### src/rtl/ring_pkg.sv
package ring_pkg;
  // Status word layout, most significant field first
  typedef struct packed {
    logic err;     // bit 3: data-path error
    logic col;     // bit 2: overrun or underrun
    logic wr_act;  // bit 1: write transfer active
    logic rd_act;  // bit 0: read transfer active
  } ring_status_t;

  localparam ring_status_t ST_IDLE = '{err: 1'b0, col: 1'b0, wr_act: 1'b0, rd_act: 1'b0};
  localparam ring_status_t ST_READ = '{err: 1'b0, col: 1'b0, wr_act: 1'b0, rd_act: 1'b1};
  localparam ring_status_t ST_WRITE = '{err: 1'b0, col: 1'b0, wr_act: 1'b1, rd_act: 1'b0};
endpackage

### src/rtl/ring_index.sv
module ring_index #(
  parameter int DEPTH = 4,
  parameter int IDX_W = 2
) (
  input  logic             clk,
  input  logic             rst_n,
  input  logic             clr,
  input  logic             adv,
  output logic [IDX_W-1:0] idx_o,
  output logic [IDX_W-1:0] idx_inc_o
);
  localparam logic [IDX_W-1:0] LAST = IDX_W'(DEPTH - 1);

  logic [IDX_W-1:0] idx_q, idx_d;
  logic             idx_en;

  always_comb begin
    idx_inc_o = (idx_q == LAST) ? '0 : idx_q + IDX_W'(1);
    idx_en    = clr | adv;
    idx_d     = clr ? '0 : idx_inc_o;
  end

  always_ff @(posedge clk or negedge rst_n) begin
    if (!rst_n)      idx_q <= '0;
    else if (idx_en) idx_q <= idx_d;
  end

  assign idx_o = idx_q;

  // an index never leaves the ring
  assert_idx_range_R4: assert property (@(posedge clk) disable iff (!rst_n)
    idx_q <= LAST);
endmodule

### src/rtl/ring_countdown.sv
module ring_countdown #(
  parameter int DEPTH = 4,
  parameter int CNT_W = 7
) (
  input  logic             clk,
  input  logic             rst_n,
  input  logic             load,
  input  logic [CNT_W-1:0] load_val,
  input  logic             dec,
  output logic             hit_o
);
  localparam logic [CNT_W-1:0] HIT_AT = CNT_W'(DEPTH + 1);

  logic [CNT_W-1:0] cnt_q, cnt_d;
  logic             cnt_en;

  always_comb begin
    cnt_en = load | (dec & (cnt_q != '0));
    cnt_d  = load ? load_val : cnt_q - CNT_W'(1);
    hit_o  = dec & ~load & (cnt_q == HIT_AT);
  end

  always_ff @(posedge clk or negedge rst_n) begin
    if (!rst_n)      cnt_q <= '0;
    else if (cnt_en) cnt_q <= cnt_d;
  end

  // the counter saturates at zero
  assert_no_wrap_R10: assert property (@(posedge clk) disable iff (!rst_n)
    (dec && !load && cnt_q == '0) |=> cnt_q == '0);
endmodule

### src/rtl/blk_ring_tracker.sv
module blk_ring_tracker
  import ring_pkg::*;
#(
  parameter int DEPTH = 4,
  parameter int CNT_W = 7,
  parameter int IDX_W = (DEPTH > 1) ? $clog2(DEPTH) : 1
) (
  input  logic             clk,
  input  logic             rst_n,
  input  logic             start_rd_i,
  input  logic             start_wr_i,
  input  logic [CNT_W-1:0] blk_cnt_i,
  input  logic             stop_i,
  input  logic             blk_end_i,
  input  logic             dp_err_i,
  input  logic             xfer_done_i,
  input  logic             host_pop_i,
  input  logic             host_push_i,
  output logic [IDX_W-1:0] wr_idx_o,
  output logic [IDX_W-1:0] rd_idx_o,
  output logic [3:0]       status_o,
  output logic             abort_o,
  output logic             term_o,
  output logic [IDX_W-1:0] term_slot_o
);
  ring_status_t     st_q, st_d;
  logic             full_q, full_d;
  logic             term_q, term_d;
  logic [IDX_W-1:0] slot_q, slot_d;
  logic [IDX_W-1:0] wr_idx, rd_idx, wr_inc, rd_inc;
  logic             start, live, active;
  logic             blk_rd, blk_wr, pop_ok, push_ok;
  logic             overrun, underrun, err_ev, cd_hit;

  // Event qualification
  always_comb begin
    start   = start_rd_i | start_wr_i;
    live    = ~start & ~stop_i;
    active  = st_q.rd_act | st_q.wr_act;
    blk_rd  = live & st_q.rd_act & blk_end_i;
    blk_wr  = live & st_q.wr_act & blk_end_i;
    pop_ok  = live & st_q.rd_act & host_pop_i & (rd_idx != wr_idx);
    push_ok = live & st_q.wr_act & host_push_i & ~((wr_idx == rd_idx) & full_q);
    overrun  = blk_rd & (wr_inc == rd_idx);
    underrun = blk_wr & (rd_inc == wr_idx);
    err_ev   = live & active & dp_err_i;
  end

  ring_index #(.DEPTH(DEPTH), .IDX_W(IDX_W)) u_wr_idx (
    .clk(clk), .rst_n(rst_n), .clr(start), .adv(blk_rd | push_ok),
    .idx_o(wr_idx), .idx_inc_o(wr_inc));

  ring_index #(.DEPTH(DEPTH), .IDX_W(IDX_W)) u_rd_idx (
    .clk(clk), .rst_n(rst_n), .clr(start), .adv(blk_wr | pop_ok),
    .idx_o(rd_idx), .idx_inc_o(rd_inc));

  ring_countdown #(.DEPTH(DEPTH), .CNT_W(CNT_W)) u_cd (
    .clk(clk), .rst_n(rst_n), .load(start_wr_i & ~start_rd_i),
    .load_val(blk_cnt_i), .dec(live & st_q.wr_act & xfer_done_i),
    .hit_o(cd_hit));

  // Next state
  always_comb begin
    st_d = st_q;
    if (start_rd_i)      st_d = ST_READ;
    else if (start_wr_i) st_d = ST_WRITE;
    else begin
      if (stop_i) begin
        st_d.rd_act = 1'b0;
        st_d.wr_act = 1'b0;
      end
      st_d.col = st_q.col | overrun | underrun;
      st_d.err = st_q.err | err_ev;
    end

    if (start)                         full_d = 1'b0;
    else if (push_ok && wr_inc == rd_idx) full_d = 1'b1;
    else if (blk_wr)                   full_d = 1'b0;
    else                               full_d = full_q;

    term_d = cd_hit;
    slot_d = cd_hit ? rd_idx : slot_q;
  end

  // State registers
  always_ff @(posedge clk or negedge rst_n) begin
    if (!rst_n) begin
      st_q   <= ST_IDLE;
      full_q <= 1'b0;
      term_q <= 1'b0;
      slot_q <= '0;
    end else begin
      st_q   <= st_d;
      full_q <= full_d;
      term_q <= term_d;
      slot_q <= slot_d;
    end
  end

  assign wr_idx_o    = wr_idx;
  assign rd_idx_o    = rd_idx;
  assign status_o    = st_q;
  assign abort_o     = st_q.col | st_q.err;
  assign term_o      = term_q;
  assign term_slot_o = slot_q;

  assert_start_rd_R2: assert property (@(posedge clk) disable iff (!rst_n)
    start_rd_i |=> (status_o == 4'b0001 && wr_idx_o == '0 && rd_idx_o == '0));

  assert_start_wr_R3: assert property (@(posedge clk) disable iff (!rst_n)
    (start_wr_i && !start_rd_i) |=> (status_o == 4'b0010 && rd_idx_o == '0));

  assert_modes_excl_R11: assert property (@(posedge clk) disable iff (!rst_n)
    !(status_o[0] && status_o[1]));

  assert_idle_frozen_R11: assert property (@(posedge clk) disable iff (!rst_n)
    (status_o[1:0] == 2'b00 && !start_rd_i && !start_wr_i)
      |=> ($stable(wr_idx_o) && $stable(rd_idx_o) && $stable(status_o[3:2])));

  assert_col_sticky_R12: assert property (@(posedge clk) disable iff (!rst_n)
    (status_o[2] && !start_rd_i && !start_wr_i) |=> status_o[2]);

  assert_err_sticky_R12: assert property (@(posedge clk) disable iff (!rst_n)
    (status_o[3] && !start_rd_i && !start_wr_i) |=> status_o[3]);

  assert_term_in_write_R10: assert property (@(posedge clk) disable iff (!rst_n)
    term_o |-> $past(status_o[1]));
endmodule

### config.mk
export PLATFORM = sky130hd
export DESIGN_NAME = blk_ring_tracker
export DESIGN_NICKNAME = d
export VERILOG_FILES = /design/src/rtl/ring_pkg.sv /design/src/rtl/ring_index.sv /design/src/rtl/ring_countdown.sv /design/src/rtl/blk_ring_tracker.sv
export SDC_FILE = /design/constraint.sdc
export NUM_CORES = 1
export LEC_CHECK = 0
export ABC_AREA = 0
export BUFFER_PORTS_ARGS = -buffer_cell sky130_fd_sc_hd__buf_2
export CAP_MARGIN = 0
export CORE_MARGIN = 5
export CORE_UTILIZATION = 45
export DETAILED_ROUTE_END_ITERATION = 10
export GPL_TIMING_DRIVEN = 0
export HOLD_SLACK_MARGIN = 0.15
export PLACE_DENSITY = 0.7
export SETUP_SLACK_MARGIN = 0.4
export SYNTH_ARGS = -nofsm -noshare
export SYNTH_HDL_FRONTEND = slang
export SYNTH_SLANG_ARGS = --single-unit
### constraint.sdc
create_clock -name clk -period 4.1 [get_ports clk]
set_clock_uncertainty 0.05 [all_clocks]
set_input_delay 0.82 -clock clk [delete_from_list [all_inputs] [get_ports clk]]
set_output_delay 0.82 -clock clk [all_outputs]
set_load 0.01 [all_outputs]
After elaboration in Yosys (flattened, before gate mapping)

Index checks and enable logic that the tools add are counted.

Reduce and logical (&&, ||, !) cells: 4
Equality and inequality tests: 7
Bitwise operators: 35
Add/sub/neg operators: 3
Mux-type cells: 11

Operators by type and width:

| operator                                                              | count |
|---|---|
| 1-bit AND                                                             | 19 |
| 1-bit bitwise OR                                                      | 11 |
| 2-bit two-way mux                                                     | 5 |
| 4-bit two-way mux                                                     | 2 |
| 7-bit by 3-bit equality test with 1-bit output, second input constant | 1 |
| 7-bit two-way mux                                                     | 1 |
| 7-bit nonzero test                                                    | 1 |
| 7-bit by 1-bit subtractor with 7-bit output, second input constant    | 1 |
| 2-bit equality test                                                   | 3 |
| 3-bit nonzero test                                                    | 2 |
| 1-bit inverter                                                        | 5 |
| 2-bit by 1-bit adder with 2-bit output, second input constant         | 2 |
| 2-bit equality test, second input constant                            | 2 |
| 1-bit two-way mux                                                     | 3 |
| 2-bit != test                                                         | 1 |
| 1-bit logical AND                                                     | 1 |

Output and inout bits: 12
Bits in registers: 19
Logic and storage cells: 70
Input port bits: 17

Logic depth before layout (Yosys ltp)

Word-level depth: 10
Mapped depth: 6
Gate-level depth less buffers: 6

Hierarchy

A second synthesis with hierarchy kept.

Cell total of the unflattened synthesis: 117
Area total of the unflattened synthesis: 1,152.4 µm²

Modules (own cells, without submodules):

| module           | instances | area an instance (µm²) | seq. area each (µm²) | cells an instance |
|---|---|---|---|---|
| ring_countdown   | 1         | 503.0                  | 175.2                | 57 |
| blk_ring_tracker | 1         | 451.7                  | 200.2                | 42 |
| ring_index       | 2         | 98.8                   | 50.0                 | 9 |

Least setup slack after synthesis

Ideal clock, no wire load.

Path type: input port to flip-flop
Start: in start_rd_i
End: reg u_wr_idx.idx_q[0] (netlist: u_wr_idx.idx_o[0])
Data arrival time: 2.157 ns
Required time: 3.932 ns
Setup slack: 1.774 ns
Setup time: 0.118 ns
Buffers on the path: 1
Cell stages on the path: 5
Cells stage by stage: buf_6 > or4b_4 > a311o_1 > and4_4 > a21o_1

Cells in the longest elaborated chain, start to end: 8
Elaborated cells on any way between the ends: 11
Those cells by class: mux (1); bitwise (10)

RTL lines:

| what                    | RTL line               | source |
|---|---|---|
| start: declaration      | blk_ring_tracker.sv:10 | `input logic start_rd_i,` |
| 1-bit bitwise OR (*)    | blk_ring_tracker.sv:37 | `start = start_rd_i \| start_wr_i;` |
| 1-bit inverter          | blk_ring_tracker.sv:38 | `live = ~start & ~stop_i;` |
| 1-bit AND               | blk_ring_tracker.sv:38 |  |
| 1-bit AND (3 in series) | blk_ring_tracker.sv:43 | `push_ok = live & st_q.wr_act & host_push_i & ~((wr_idx == rd_idx) & full_q);` |
| 1-bit bitwise OR        | blk_ring_tracker.sv:50 | `.clk(clk), .rst_n(rst_n), .clr(start), .adv(blk_rd \| push_ok),` |
| 1-bit bitwise OR        | ring_index.sv:19       | `idx_en = clr \| adv;` |
| end signal: assignment  | ring_index.sv:25       | `else if (idx_en) idx_q <= idx_d;` |
| end: declaration        | ring_index.sv:14       | `logic [IDX_W-1:0] idx_q, idx_d;` |

Mark *: on every way between the ends. The rest lies on a longest branch, timed or not.
A chain may end at the register's enable or synchronous reset.

Worst setup path in the final report

Start: in start_wr_i
End: reg u_rd_idx.idx_q[0] (netlist: u_rd_idx.idx_o[0])

Cells in the longest elaborated chain, start to end: 8
Elaborated cells on any way between the ends: 11
Those cells by class: mux (1); bitwise (10)

RTL lines:

| what                    | RTL line               | source |
|---|---|---|
| start: declaration      | blk_ring_tracker.sv:11 | `input logic start_wr_i,` |
| 1-bit bitwise OR (*)    | blk_ring_tracker.sv:37 |  |
| 1-bit inverter          | blk_ring_tracker.sv:38 |  |
| 1-bit AND               | blk_ring_tracker.sv:38 |  |
| 1-bit AND (3 in series) | blk_ring_tracker.sv:42 | `pop_ok = live & st_q.rd_act & host_pop_i & (rd_idx != wr_idx);` |
| 1-bit bitwise OR        | blk_ring_tracker.sv:54 | `.clk(clk), .rst_n(rst_n), .clr(start), .adv(blk_wr \| pop_ok),` |
| 1-bit bitwise OR        | ring_index.sv:19       |  |
| end signal: assignment  | ring_index.sv:25       |  |
| end: declaration        | ring_index.sv:14       |  |

Marks and branches as above.

==> tab_implementation.tex <==
\begin{tabular}{lr}
\hline
Metric & Value \\
\hline
\multicolumn{2}{l}{\textbf{Run status}} \\
\quad Outcome & completed \\
\multicolumn{2}{l}{\textbf{Critical path}} \\
\quad Length in cells of the worst reg-to-reg path & 6 \\
\quad Critical register-to-register path endpoint & u\_cd.cnt\_q[2] \\
\quad Library cell contributing the largest single delay on the critical path & nor4b\_1 \\
\quad CP Cell Sequence & buf\_2 -> nor4b\_1 -> nand2\_1 -> o21ai\_0 -> mux2\_2 \\
\quad Logic depth of the worst setup path including buffers & 5 \\
\quad Critical path type & in -> reg \\
\quad Sum of buffers and inverters on the critical path & 1 \\
\quad Max FO, Critical Path & 8 \\
\quad CP Capture Type & flop \\
\quad Largest delay contributor family on the critical path & simple AND/OR/NAND/NOR gates \\
\quad Longest individual stage delay on the worst path & 0.59 ns \\
\quad Setup crit start kind & input port \\
\quad Internal reg-to-reg setup slack & 2.01 ns \\
\quad Worst EP arrival & 2.36 ns \\
\quad Required arrival time at the worst endpoint & 4.25 ns \\
\quad Reg2reg start & u\_cd.cnt\_q[0] \\
\multicolumn{2}{l}{\textbf{CTS}} \\
\quad Number of clock sinks & 19 \\
\quad Post-CTS Setup Inserts & 0 \\
\quad Number of H-tree levels & 1 \\
\quad CTS tree & built \\
\quad Clock slew at reported path FFs & 0.11 ns \\
\quad Gates resized, CTS repair & 0 \\
\quad Buffer levels on the longest clock path & 2 \\
\quad Total CTS buffers & 3 \\
\quad Clock root buffer master & clkbuf\_4 \\
\quad Hold-fix buffers at CTS & 0 \\
\quad Clk\_lat worst skew & 0.30 ns \\
\multicolumn{2}{l}{\textbf{Timing}} \\
\quad Hold slack final & 0.384 ns \\
\quad Hold Fails Final Rpt & 0 \\
\quad TNS Setup & 0 ns \\
\quad Transition time at the pin with the least slew margin & 0.612 ns \\
\quad Worst max-slew margin expressed relative to the limit & 58.6\% \\
\quad Final setup violation count & 0 \\
\quad Minimum setup slack in the final design & 1.89 ns \\
\quad Clock period minus final worst setup slack & 2.21 ns \\
\quad Final worst-path cycle share & 53.8\% \\
\quad RSZ-0062 raised after global routing & false \\
\quad Highest Clock Rate & 453 MHz \\
\quad Max-slew violation count & 0 \\
\multicolumn{2}{l}{\textbf{Logic synthesis}} \\
\quad Ys flop type & dfrtp\_1 \\
\quad Async SR Flop Fraction & 100\% \\
\quad Post-Synthesis Cell Area & 0.00112 mm2 \\
\quad Most area-hungry cell type in the Yosys netlist & dfrtp\_1 \\
\quad Fraction of the mapped netlist area in compound gates & 13.3\% \\
\quad Post-synthesis share of cell area spent on xor and xnor gates & 7.04\% \\
\quad Largest family of logic cells by synthesized area & simple AND/OR/NAND/NOR gates \\
\quad Number of warnings reported in the yosys synthesis log & 0 \\
\quad Per-instance average area after synthesis & 10.4 um2 \\
\quad Most numerous cell types in the synthesized netlist & dfrtp\_1, nand2\_1, xnor2\_1 \\
\quad Yosys top cell area share & 42.5\% \\
\quad Number of enable flip-flop cells after synthesis & 0 \\
\quad Most frequent cell after synthesis & dfrtp\_1 \\
\quad Adder and majority cell fraction of the synthesized area & 4.47\% \\
\quad FF+latch count, synth & 19 \\
\quad Net count after synthesis & 129 \\
\quad Most area-consuming cells after synthesis & dfrtp\_1, xnor2\_1, nand2\_1 \\
\quad Fraction of the yosys area taken by sequential cells & 42.5\% \\
\quad Share of synthesized area spent on multiplexers & 3.91\% \\
\quad Simple-gate area share of the yosys netlist & 25.8\% \\
\quad Post-synth cell types & 38 \\
\quad Gate count after technology mapping & 108 \\
\multicolumn{2}{l}{\textbf{Global routing}} \\
\quad Antenna violations before repair & 0 \\
\quad First-pass GRT wire length & 4060 um \\
\quad Overflow left after global routing & 0 \\
\quad Grt met1 use & 19.3\% \\
\quad Met2 Resource Use GR & 24.8\% \\
\quad Global Route Usage Sum & 15.2\% \\
\quad Largest net degree at the start of global routing & 20 \\
\quad Vias in the first global route & 928 \\
\quad Grt met3 use & 2.16\% \\
\quad GRT busiest layer & met2 \\
\multicolumn{2}{l}{\textbf{Die}} \\
\quad Die Outline Area & 0.00359 mm2 \\
\quad Initial Utilization & 46.0\% \\
\quad Total I/O pin count & 29 \\
\quad Die outline width & 59.9 um \\
\quad Standard-cell row count & 18 \\
\quad Die Ht & 59.9 um \\
\quad Placeable core region & 0.00243 mm2 \\
\multicolumn{2}{l}{\textbf{Power and ir drop}} \\
\quad Worst vdd rail ir drop & 183 uV \\
\quad Areal power density over the cells & 297 mW/mm2 \\
\quad Overall power & 0.392 mW \\
\quad Leak pwr & 0.633 nW \\
\multicolumn{2}{l}{\textbf{Routing}} \\
\quad Total detailed-routing wirelength & 2350 um \\
\quad Number of routed nets with antenna violations & 0 \\
\quad Pre-Repair DR Iteration Count & 2 \\
\quad Routed wirelength normalized by instance count & 13.9 um \\
\quad Residual DRC count & 0 \\
\quad Vias per cell & 5.44 \\
\quad DRC violation total after the first TritonRoute iteration & 9 \\
\quad Total via count after detailed routing & 919 \\
\multicolumn{2}{l}{\textbf{Place}} \\
\quad Worst setup slack after placement & 1.54 ns \\
\quad \# port buffers & 27 \\
\quad Final Wtd Congestion & 0.840 \\
\quad Sum of net half-perimeters after detailed placement & 1800 um \\
\multicolumn{2}{l}{\textbf{Finish}} \\
\quad Number of inserted diodes & 0 \\
\quad Fill cell count & 230 \\
\quad Area delta synth->final & 17.9\% \\
\quad Multi-input gate area & 611 um2 \\
\quad Number of nets in the final layout & 161 \\
\quad End-of-flow core utilization & 54.3\% \\
\quad Area used by sequential logic in the layout & 475 um2 \\
\quad Ratio of cells with drive above 1 in the final layout & 32.4\% \\
\multicolumn{2}{l}{\textbf{Job}} \\
\quad Count of max-cap constraint violations & 0 \\
\multicolumn{2}{l}{\textbf{Hold path}} \\
\quad Worst hold path type & in -> async \\
\hline
\end{tabular}
==> stage by stage <==
stage	cell area [um2]	std cells
after global routing	1320	169
after CTS	1320	169
after floorplan	1120	108
final	1320	169
after detailed placement	1290	165
after global placement	1290	165
==> metal layers <==
metal	up-vias	share of wire, %
met4	0	1.4
li1	459	-
met3	4	3.8
met1	442	47
met5	-	0
met2	14	48
==> registers in the layout, summed over array words and instances, names as in the netlist <==
name            cells
u_cd.cnt_q          7
term_slot_o         2
u_wr_idx.idx_o      2
full_q              1
u_rd_idx.idx_o      2
status_o            4
term_o              1
==> cells by family (layout without fill, tap and decap cells) <==
group,Yosys count,after routing
compound gates,20,20
xor+xnor,9,9
fa+ha+maj,4,4
buf+inv,7,38
flops,19,19
mux,4,4
simple gates,45,45
==> power breakdown <==
group	switching (mW)	internal (mW)
Clock	0.0608	0.0364
Sequential	0.0175	0.200
Combinational	0.0401	0.0376
==> worst max path at each step <==
stage / from / endpoint / slack (ns)
floorplan: start_rd_i / u_wr_idx.idx_o[0] / 1.77
global placement: start_wr_i / u_rd_idx.idx_o[0] / 1.54
detailed placement: start_wr_i / u_rd_idx.idx_o[0] / 1.54
CTS: start_wr_i / u_rd_idx.idx_o[0] / 1.88
global route: start_wr_i / u_rd_idx.idx_o[0] / 1.79
finish: start_wr_i / u_rd_idx.idx_o[0] / 1.89
==> area by class of cell <==
class	count	share of cell area (%)
Tap cell	30	2.84
Multi-Input combinational cell	82	46.3
Timing Repair Buffer	27	10.2
Clock inverter	1	0.379
Sequential cell	19	36.0
Buffer	2	1.14
Clock buffer	3	1.71
Inverter	5	1.42
==> cell usage in the layout, fill, tap and decap left out, types with 2 or more instances in the layout <==
cell,Yosys,final
a21o_1,2,2
and4_4,2,2
buf_2,0,27
clkbuf_4,0,3
dfrtp_1,19,19
ha_1,4,4
inv_1,5,5
mux2_2,3,3
nand2_1,15,15
nand3_1,5,5
nand4_1,2,2
nor2_1,4,4
nor4b_1,2,2
o211ai_1,5,5
o21a_1,2,2
o21ai_0,5,5
or2_2,3,3
xnor2_1,8,8
Note: power is estimated with default switching activity, not from simulation.
